File: config.mk
export PLATFORM = sky130hd
export DESIGN_NAME = wbi_seq
export DESIGN_NICKNAME = d
export VERILOG_FILES = /design/src/rtl/wbi_pkg.sv /design/src/rtl/wbi_timer.sv /design/src/rtl/wbi_rdcap.sv /design/src/rtl/wbi_seq.sv
export SDC_FILE = /design/constraint.sdc
export NUM_CORES = 1
export LEC_CHECK = 0
export BUFFER_PORTS_ARGS = -buffer_cell sky130_fd_sc_hd__clkbuf_2
export CORE_AREA = 2 2 144 146
export DETAILED_ROUTE_END_ITERATION = 10
export DIE_AREA = 0 0 146 148
export GPL_ROUTABILITY_DRIVEN = 1
export HOLD_SLACK_MARGIN = 0.03
export PLACE_DENSITY = 0.76
export SETUP_SLACK_MARGIN = 0.5
export SLEW_MARGIN = 30
export SYNTH_ARGS = -nofsm -noshare
export SYNTH_HDL_FRONTEND = slang
export SYNTH_SLANG_ARGS = --single-unit
File: constraint.sdc
create_clock -name clk -period 2 [get_ports clk]
set_clock_uncertainty 0.2 [all_clocks]
set_input_delay 0.1 -clock clk [delete_from_list [all_inputs] [get_ports clk]]
set_output_delay 0.1 -clock clk [all_outputs]
set_load 0.1 [all_outputs]
File: src/rtl/wbi_pkg.sv
package wbi_pkg;

  // command codes {cs_n, ras_n, cas_n, we_n}
  localparam logic [3:0] CMD_NOP = 4'b0111;
  localparam logic [3:0] CMD_ACT = 4'b0011;
  localparam logic [3:0] CMD_RD  = 4'b0101;
  localparam logic [3:0] CMD_WR  = 4'b0100;
  localparam logic [3:0] CMD_PRE = 4'b0010;

  typedef enum logic [3:0] {
    ST_IDLE, ST_ACT, ST_RCD, ST_WR, ST_RDCMD, ST_CLW, ST_MSK, ST_PRE, ST_RPW
  } wbi_state_e;

  // time in ns to whole clock cycles, rounded up, never below one
  function automatic int unsigned ns_to_cyc(input int unsigned t_ns, input int unsigned tck_ns);
    int unsigned c;
    c = (t_ns + tck_ns - 1) / tck_ns;
    return (c == 0) ? 1 : c;
  endfunction

  function automatic int unsigned max2(input int unsigned a, input int unsigned b);
    return (a > b) ? a : b;
  endfunction

endpackage

File: src/rtl/wbi_timer.sv
module wbi_timer #(
  parameter int W = 4
) (
  input  logic         clk,
  input  logic         rst_n,
  input  logic         load,
  input  logic [W-1:0] load_val,
  output logic         done
);
  logic [W-1:0] cnt;

  // a wait of D cycles is loaded with D on entry and ends when the count reads one
  always_ff @(posedge clk or negedge rst_n) begin
    if (!rst_n)            cnt <= '0;
    else if (load)         cnt <= load_val;
    else if (cnt != '0)    cnt <= cnt - 1'b1;
  end

  assign done = (cnt == W'(1));

  assert_timer_no_reload_zero_R9: assert property (@(posedge clk) disable iff (!rst_n)
    load |-> (load_val != '0)) else $error("timer loaded with zero");
endmodule

File: src/rtl/wbi_rdcap.sv
module wbi_rdcap #(
  parameter int DW = 32,
  parameter int CL = 2
) (
  input  logic          clk,
  input  logic          rst_n,
  input  logic          rd_issue,
  input  logic [DW-1:0] dq_in,
  output logic [DW-1:0] rd_data,
  output logic          rd_valid,
  output logic          cap_now
);
  logic [CL-1:0] sh;

  generate
    if (CL == 1) begin : g_one
      always_ff @(posedge clk or negedge rst_n) begin
        if (!rst_n) sh <= '0;
        else        sh <= rd_issue;
      end
    end else begin : g_many
      always_ff @(posedge clk or negedge rst_n) begin
        if (!rst_n) sh <= '0;
        else        sh <= {sh[CL-2:0], rd_issue};
      end
    end
  endgenerate

  assign cap_now = sh[CL-1];

  always_ff @(posedge clk or negedge rst_n) begin
    if (!rst_n) begin
      rd_valid <= 1'b0;
      rd_data  <= '0;
    end else begin
      rd_valid <= cap_now;
      if (cap_now) rd_data <= dq_in;
    end
  end

  assert_capture_latency_R6: assert property (@(posedge clk) disable iff (!rst_n)
    cap_now |-> $past(rd_issue, CL)) else $error("capture not CL after read");
  assert_valid_strobe_R6: assert property (@(posedge clk) disable iff (!rst_n)
    cap_now |=> rd_valid) else $error("capture without strobe");
endmodule

File: src/rtl/wbi_seq.sv
module wbi_seq #(
  parameter int DW      = 32,
  parameter int BANKS   = 4,
  parameter int ROW_W   = 12,
  parameter int COL_W   = 9,
  parameter int AP_BIT  = 10,
  parameter int BURST   = 4,
  parameter int CL      = 2,
  parameter int RCD_CYC = 2,
  parameter int TCK_NS  = 7,
  parameter int TWR_NS  = 14,
  parameter int TRP_NS  = 20,
  localparam int BA_W   = $clog2(BANKS),
  localparam int BEAT_W = $clog2(BURST),
  localparam int NBYTE  = DW / 8
) (
  input  logic                clk,
  input  logic                rst_n,
  input  logic                req_valid,
  output logic                req_ready,
  input  logic                req_op,
  input  logic                req_all,
  input  logic [BA_W-1:0]     req_bank,
  input  logic [ROW_W-1:0]    req_row,
  input  logic [COL_W-1:0]    req_col,
  input  logic [BEAT_W-1:0]   req_nbeat,
  input  logic [BURST*DW-1:0] req_wdata,
  output logic [3:0]          sd_cmd,
  output logic [BA_W-1:0]     sd_ba,
  output logic [ROW_W-1:0]    sd_addr,
  output logic [DW-1:0]       sd_dq_out,
  output logic                sd_dq_oe,
  output logic [NBYTE-1:0]    sd_dqm,
  input  logic [DW-1:0]       sd_dq_in,
  output logic [DW-1:0]       rd_data,
  output logic                rd_valid
);
  import wbi_pkg::*;

  localparam int unsigned M_WR  = ns_to_cyc(TWR_NS, TCK_NS);
  localparam int unsigned N_RP  = ns_to_cyc(TRP_NS, TCK_NS);
  localparam int unsigned T_MAX = max2(max2(M_WR, N_RP), max2(RCD_CYC, CL));
  localparam int CNT_W = $clog2(T_MAX + 1);

  wbi_state_e st, st_nxt;
  logic [BEAT_W-1:0]   beat;
  logic                r_op, r_all;
  logic [BA_W-1:0]     r_bank;
  logic [ROW_W-1:0]    r_row;
  logic [COL_W-1:0]    r_col;
  logic [BEAT_W-1:0]   r_nb;
  logic [BURST*DW-1:0] r_wdata;
  logic                t_load, t_done;
  logic [CNT_W-1:0]    t_val;

  // named events
  logic accept, wr_last, act_issue, rd_issue, pre_issue, cap_now;
  assign accept    = (st == ST_IDLE) && req_valid;
  assign wr_last   = (st == ST_WR) && (beat == r_nb);
  assign act_issue = (sd_cmd == CMD_ACT);
  assign rd_issue  = (sd_cmd == CMD_RD);
  assign pre_issue = (sd_cmd == CMD_PRE);

  always_comb begin
    st_nxt = st;
    t_load = 1'b0;
    t_val  = '0;
    case (st)
      ST_IDLE:  if (req_valid) st_nxt = ST_ACT;
      ST_ACT:   if (RCD_CYC > 1) begin
                  st_nxt = ST_RCD; t_load = 1'b1; t_val = CNT_W'(RCD_CYC - 1);
                end else st_nxt = ST_WR;
      ST_RCD:   if (t_done) st_nxt = ST_WR;
      ST_WR:    if (beat == r_nb) begin
                  if (!r_op) st_nxt = ST_RDCMD;
                  else if (M_WR > 1) begin
                    st_nxt = ST_MSK; t_load = 1'b1; t_val = CNT_W'(M_WR - 1);
                  end else st_nxt = ST_PRE;
                end
      ST_RDCMD: begin st_nxt = ST_CLW; t_load = 1'b1; t_val = CNT_W'(CL); end
      ST_CLW:   if (t_done) st_nxt = ST_PRE;
      ST_MSK:   if (t_done) st_nxt = ST_PRE;
      ST_PRE:   if (N_RP > 1) begin
                  st_nxt = ST_RPW; t_load = 1'b1; t_val = CNT_W'(N_RP - 1);
                end else st_nxt = ST_IDLE;
      ST_RPW:   if (t_done) st_nxt = ST_IDLE;
      default:  st_nxt = ST_IDLE;
    endcase
  end

  always_ff @(posedge clk or negedge rst_n) begin
    if (!rst_n) begin
      st <= ST_IDLE; beat <= '0;
      r_op <= 1'b0; r_all <= 1'b0; r_bank <= '0; r_row <= '0;
      r_col <= '0; r_nb <= '0; r_wdata <= '0;
    end else begin
      st   <= st_nxt;
      beat <= (st == ST_WR) ? beat + 1'b1 : '0;
      if (accept) begin
        r_op <= req_op; r_all <= req_all; r_bank <= req_bank; r_row <= req_row;
        r_col <= req_col; r_nb <= req_nbeat; r_wdata <= req_wdata;
      end
    end
  end

  wbi_timer #(.W(CNT_W)) u_timer (
    .clk(clk), .rst_n(rst_n), .load(t_load), .load_val(t_val), .done(t_done)
  );

  // outputs decoded from state flops
  always_comb begin
    sd_cmd  = CMD_NOP;
    sd_addr = '0;
    case (st)
      ST_ACT:   begin sd_cmd = CMD_ACT; sd_addr = r_row; end
      ST_WR:    if (beat == '0) begin sd_cmd = CMD_WR; sd_addr = ROW_W'(r_col); end
      ST_RDCMD: begin sd_cmd = CMD_RD; sd_addr = ROW_W'(r_col); end
      ST_PRE:   begin sd_cmd = CMD_PRE; sd_addr[AP_BIT] = r_op & r_all; end
      default:  ;
    endcase
  end

  assign sd_ba     = r_bank;
  assign sd_dq_oe  = (st == ST_WR);
  assign sd_dq_out = sd_dq_oe ? r_wdata[beat*DW +: DW] : '0;
  assign sd_dqm    = {NBYTE{r_op && ((st == ST_MSK) || (st == ST_PRE))}};
  assign req_ready = (st == ST_IDLE);

  wbi_rdcap #(.DW(DW), .CL(CL)) u_rdcap (
    .clk(clk), .rst_n(rst_n), .rd_issue(rd_issue), .dq_in(sd_dq_in),
    .rd_data(rd_data), .rd_valid(rd_valid), .cap_now(cap_now)
  );

  // spacing monitors for the assertions
  logic [CNT_W:0] since_last, since_pre;
  always_ff @(posedge clk or negedge rst_n) begin
    if (!rst_n) begin
      since_last <= '1;
      since_pre  <= '1;
    end else begin
      if (wr_last)                since_last <= (CNT_W+1)'(1);
      else if (since_last != '1)  since_last <= since_last + 1'b1;
      if (pre_issue)              since_pre <= (CNT_W+1)'(1);
      else if (since_pre != '1)   since_pre <= since_pre + 1'b1;
    end
  end

  assert_read_after_last_R4: assert property (@(posedge clk) disable iff (!rst_n)
    (wr_last && !r_op) |=> (sd_cmd == CMD_RD)) else $error("read not right after last beat");
  assert_bus_free_on_read_R5: assert property (@(posedge clk) disable iff (!rst_n)
    rd_issue |=> !sd_dq_oe) else $error("DQ driven after read");
  assert_bus_free_on_capture_R5: assert property (@(posedge clk) disable iff (!rst_n)
    cap_now |-> (!sd_dq_oe && $past(!sd_dq_oe))) else $error("DQ contention");
  assert_pre_spacing_R7: assert property (@(posedge clk) disable iff (!rst_n)
    (pre_issue && r_op) |-> (since_last == (CNT_W+1)'(M_WR))) else $error("write recovery violated");
  assert_mask_start_R8: assert property (@(posedge clk) disable iff (!rst_n)
    (wr_last && r_op) |=> (sd_dqm == '1)) else $error("mask not raised");
  assert_mask_on_pre_R8: assert property (@(posedge clk) disable iff (!rst_n)
    (pre_issue && r_op) |-> (sd_dqm == '1)) else $error("mask low at precharge");
  assert_act_after_rp_R9: assert property (@(posedge clk) disable iff (!rst_n)
    act_issue |-> (since_pre >= (CNT_W+1)'(N_RP))) else $error("precharge period violated");
  assert_busy_not_ready_R10: assert property (@(posedge clk) disable iff (!rst_n)
    (sd_cmd != CMD_NOP) |-> !req_ready) else $error("ready during command");
endmodule

# Word level (Yosys, flattened, before mapping)

Cells that the tools add are included.

Register bits after elaboration: 198
Output and inout port bits: 89
Word-level logic and storage cells: 67

Add/subtract/negate cells: 2
Eq/ne operators: 16
Shifts and indexed selects: 1
Muxes and demuxes: 23
Bitwise logic cells: 1
Reduce and logical (&&, ||, !) cells: 11

Operators with widths:

| kind                                                   | count |
|---|---|
| indexed part select 128 x 8 -> 32 bit                  | 1 |
| 2-to-1 mux 32 bit                                      | 1 |
| one-hot mux 4 bit (8 select lines)                     | 1 |
| one-hot mux 10 bit (3 select lines)                    | 1 |
| == test 4 x 3 -> 1 bit (second input constant)         | 5 |
| 2-to-1 mux 4 bit                                       | 5 |
| one-hot mux 3 bit (4 select lines)                     | 1 |
| 2-to-1 mux 2 bit                                       | 5 |
| 2-to-1 mux 9 bit                                       | 1 |
| == test 4 x 2 -> 1 bit (second input constant)         | 2 |
| inequality test 2 bit (second input constant)          | 3 |
| one-hot mux 2 bit (3 select lines)                     | 1 |
| AND reduction 5 bit                                    | 1 |
| == test 4 x 1 -> 1 bit (second input constant)         | 1 |
| == test 4 bit (second input constant)                  | 1 |
| logical NOT 4 bit                                      | 1 |
| 2-to-1 mux 1 bit                                       | 4 |
| inequality test 2 x 1 -> 1 bit (second input constant) | 2 |
| one-hot mux 1 bit (2 select lines)                     | 2 |
| nonzero test 2 bit                                     | 2 |
| OR reduction 2 bit                                     | 2 |
| one-hot mux 1 bit (3 select lines)                     | 1 |
| OR reduction 3 bit                                     | 1 |
| adder 2 x 1 -> 2 bit (second input constant)           | 1 |
| 7 further kinds                                        | 8 |

# Depth between registers and ports, before layout

Word-level depth: 4
Gate-level depth with buffers: 7
Gate-level depth less buffers: 6

# By module

A second synthesis with hierarchy kept.

Cell total of the unflattened synthesis: 563
Area total of the unflattened synthesis: 9487.8 um^2

Modules (own cells, without submodules):

| module    | times used | cells an instance | area an instance (um^2) |
|---|---|---|---|
| wbi_seq   | 1          | 479               | 7931.4 |
| wbi_rdcap | 1          | 71                | 1420.1 |
| wbi_timer | 1          | 13                | 136.4 |

# Worst setup path before layout

Ideal clock, no wire load.

Kind: register -> output
Start point: register st[1]
End point: output sd_addr[10]
Data arrival time: 3023 ps
Data required time: 1700 ps
Setup slack: -1323 ps
Stages on the path, launching flop included: 5
Buffers on the path: 1
Cell sequence: dfrtp_1 buf_2 nor2_1 nand2_1 a211oi_1

Cells in the longest elaborated chain, start to end: 2
Elaborated cells between the ends (all ways): 4

Ends and longest elaborated chain:

| what                                           | RTL line       | RTL |
|---|---|---|
| start: declaration                             | wbi_seq.sv:45  | `wbi_state_e st, st_nxt;` |
| start signal: assignment                       | wbi_seq.sv:97  | `st <= st_nxt;` |
| == test 4 x 3 -> 1 bit (tied with other cells) | wbi_seq.sv:114 | `case (st)` |
| one-hot mux 1 bit (3 select lines) (*)         | wbi_seq.sv:114 |  |
| end: declaration                               | wbi_seq.sv:30  | `output logic [ROW_W-1:0] sd_addr,` |

Mark *: on every way between the ends. The rest lies on a longest branch, timed or not.

# Worst setup path after layout

Start point: register st[2]
End point: output sd_addr[4]

Cells in the longest elaborated chain, start to end: 2
Elaborated cells between the ends (all ways): 4

Ends and longest elaborated chain:

| what                                           | RTL line |
|---|---|
| == test 4 x 3 -> 1 bit (tied with other cells) | wbi_seq.sv:114 |
| one-hot mux 10 bit (3 select lines) (*)        | wbi_seq.sv:114 |

Marks and branches as above.

==> impl_metrics.ini <==
[status]
status = finished, violations left
violations = setup timing

[detailed_routing]
drtPass1Iterations = 5
drc_errors = 0
ant_nets = 0
wl_um = 31800
vias = 7192
vias_per_cell = 5.15
first_iter_violations = 320
detail_route.wl_per_cell_um = 22.8

[global_route]
grtUsageMet2_pct = 53.8
grt_overflow_total = 0
grt_pass1_wl_um = 48800
met3_usage_pct = 6.60
antenna_found_initial = 0
grt_usage_pct = 29.7
use_met1_pct = 36.4
grt_most_used_layer = met2
grt_max_degree = 55
grt_pass1_vias = 8187

[timing]
setup_viol = 208
finalSetupTns_ns = -40.47
slew-limit-headroom_pct = 66.4
fmax_ghz = 0.429
setup_ws_ns = -0.328
worst_slew_pin_slew_ns = 0.503
final_max_slew_viol_count = 0
fin_crit_ns = 2.33
hold_violations = 0
finalCritPeriodShare_pct = 116
rsz0062_at_grt = yes

[floorplan]
die_y_um = 148
initial_utilization_pct = 46.5
core_area_mm2 = 0.0200
ios = 279
die-area_mm2 = 0.0216
rows = 52
die_x_um = 146

[logic_synthesis]
syn_area_mm2 = 0.00933
synth_flop_cell = dfrtp_1
syn_avg_cell_area_um2 = 16.5
ys.warnings.count = 0
synth_cell_types = 37
ys_seq_area_share_pct = 53.1
ys_ff_latch = 198
synth_fp_nets = 760
yosys.area.top_type = dfrtp_1
synth-edff-count = 0
synth_area_leaders = dfrtp_1, mux2_4, mux4_2
synthArstFlopShare_pct = 100
synth_top_area_share_pct = 53.1
syn-instance-count = 567

[critical_path]
crit_path_end_kind = output port
worstSetupStartpointType = flop
required_ns = 1.70
cp.arrival_ns = 2.03
path_max_fanout = 10
r2r_cells = 9
crit_type = flop to output port

[cells_and_area]
nets = 1307
final_core_util_pct = 82.2
drive_gt1_share_pct = 62.6
finish.instance_area_mm2 = 0.0165
diodes = 0
area_growth_pct = 76.6

[clock_tree]
path_clk_slew_ns = 0.08
clock_latency_ns = 0.43
cts_buffers = 17
cts_tree = yes
htreeDepth = 4
cts.path.max_buffers = 2
cts_root_buffer = clkbuf_16
cts_sinks = 198

[power]
leakagePower_nw = 7.92
powerDensity_mw_per_mm2 = 1840
irDropWorstVdd_mv = 1.62

[job]
cap_viol_max_count = 0

[hold_path]
hold_path_class = input port to async pin

[place]
gp_congestion = 0.812
port_buffers = 277
place_area_mm2 = 0.0123
hpwlAfterDp_um = 15100
-- Yosys cell counts (2+ instances only) --
cell type and instances:
o22ai_1 2, nor2b_1 33, mux2_2 37, a21oi_1 5, ha_1 3, and2_1 4
clkbuf_1 8, a22o_1 9, buf_1 5, xnor2_1 2, nand2_1 9, or3_1 2
mux2_4 150, o21ai_0 4, dfrtp_1 198, xor2_1 2, buf_4 6, mux4_2 32
nor2_1 9, buf_6 16, inv_1 9, buf_2 7
-- per-layer routing --
| metal | part of all wire (%) | wire (µm) |
|---|---|---|
| met1 | 40 | 12600 |
| met2 | 53 | 16900 |
| met3 | 5.5 | 1740 |
| met4 | 1.5 | 492 |
| met5 | 0 | 0 |
-- power by group --
group / total [mW] / internal (mW) / switching (mW)
Combinational: 19.2 / 9.37 / 9.85
Clock: 3.51 / 1.70 / 1.81
Sequential: 7.52 / 6.06 / 1.46
Total: 30.2 / 17.1 / 13.1
-- flip-flops by register name (all words and copies together), names as in the netlist --
| name | cells |
|---|---|
| beat | 2 |
| st | 4 |
| u_rdcap.rd_data | 32 |
| sd_ba | 2 |
| r_col | 9 |
| u_timer.cnt | 2 |
| r_all | 1 |
| u_rdcap.sh | 2 |
| r_nb | 2 |
| r_row | 12 |
| r_wdata | 128 |
| u_rdcap.rd_valid | 1 |
| r_op | 1 |
-- worst paths after layout --
| check | to | slack [ns] | startpoint |
|---|---|---|---|
| setup reg to reg | r_row[2] | -0.26 | st[2] |
| min in group clk | st[0] | 0.13 | req_valid |
| hold reg to reg | u_rdcap.sh[1] | 0.17 | u_rdcap.sh[0] |
| setup / recovery | sd_addr[4] | -0.33 | st[2] |
| max in group asynchronous | r_wdata[109] | 0.93 | rst_n |
| hold / removal | u_rdcap.rd_data[12] | 0.04 | rst_n |
-- what timing repair did --
action / in CTS / in global routing
hold endpoints to repair: 385 / 0
hold buffers: 188 / 0
setup endpoints to repair: 249 / 233
buffers inserted: 39 / 6
pin swaps: 10 / 5
cloned: 32 / 0
resized for setup: 115 / 13
-- cells in the final DEF (no fill, tap or decap), types with 2 or more instances in the layout --
master,netlist,layout
a21oi_1,5,3
a21oi_2,1,2
a22o_4,0,9
and2_4,0,3
buf_12,0,76
buf_16,0,32
buf_4,6,19
buf_6,16,25
buf_8,0,5
clkbuf_16,0,17
clkbuf_2,0,188
clkbuf_4,0,35
clkinv_4,0,4
clkinv_8,0,6
clkinvlp_4,0,2
dfrtp_1,198,194
dfrtp_2,0,4
dlygate4sd3_1,0,188
ha_1,3,2
inv_1,9,4
inv_2,0,2
inv_4,0,2
inv_8,0,4
mux2_2,37,37
mux2_4,150,150
mux4_2,32,32
nand2_1,9,7
nand2_8,0,2
nor2_1,9,6
nor2_4,0,3
nor2b_4,0,32
nor4_4,1,2
o21ai_0,4,3
o22ai_1,2,2
or3_4,0,2
xnor2_2,0,2
xor2_1,2,2
-- stage by stage --
stage / cells / power, mW / hold slack, ns / worst slack (ns)
floorplan: 567 / 19.5 / -0.396 / -0.726
global placement: 1100 / 22.6 / -0.0864 / 0.0610
detailed placement: 1100 / 22.9 / -0.0825 / -0.00725
CTS: 1391 / 29.5 / 0.0241 / -0.282
global route: 1397 / 31.2 / 0.0598 / -0.369
finish: 1397 / 30.2 / 0.0408 / -0.328
-- cell type report --
type | count | area (µm²)
well taps | 270 | 338
inverters | 9 | 42.5
clock inverters | 15 | 185
fillers | 878 | 3560
flip-flops and latches | 198 | 4960
clock buffers | 17 | 425
repair buffers | 569 | 6000
multi-input cells | 319 | 4530
-- kinds of logic after synthesis --
family                     share of synthesized area, %
and+or+nand+nor                                    4.09
AOI/OAI and AO/OA                                  1.96
buffers and inverters                              3.68
adders and majority gates                         0.402
muxes                                              36.3
other                                            0.0402
xor gates and xnor gates                          0.376
DFF                                                53.1
-- critical path: stages, from the launching register on --
cell,delay (ns)
dfrtp_2,0.45
buf_4,0.18
nand4b_1,0.26
a21oi_4,0.21
buf_12,0.16
a22o_4,0.16
buf_12,0.17
No activity file was read; power rests on OpenSTA's default activity.
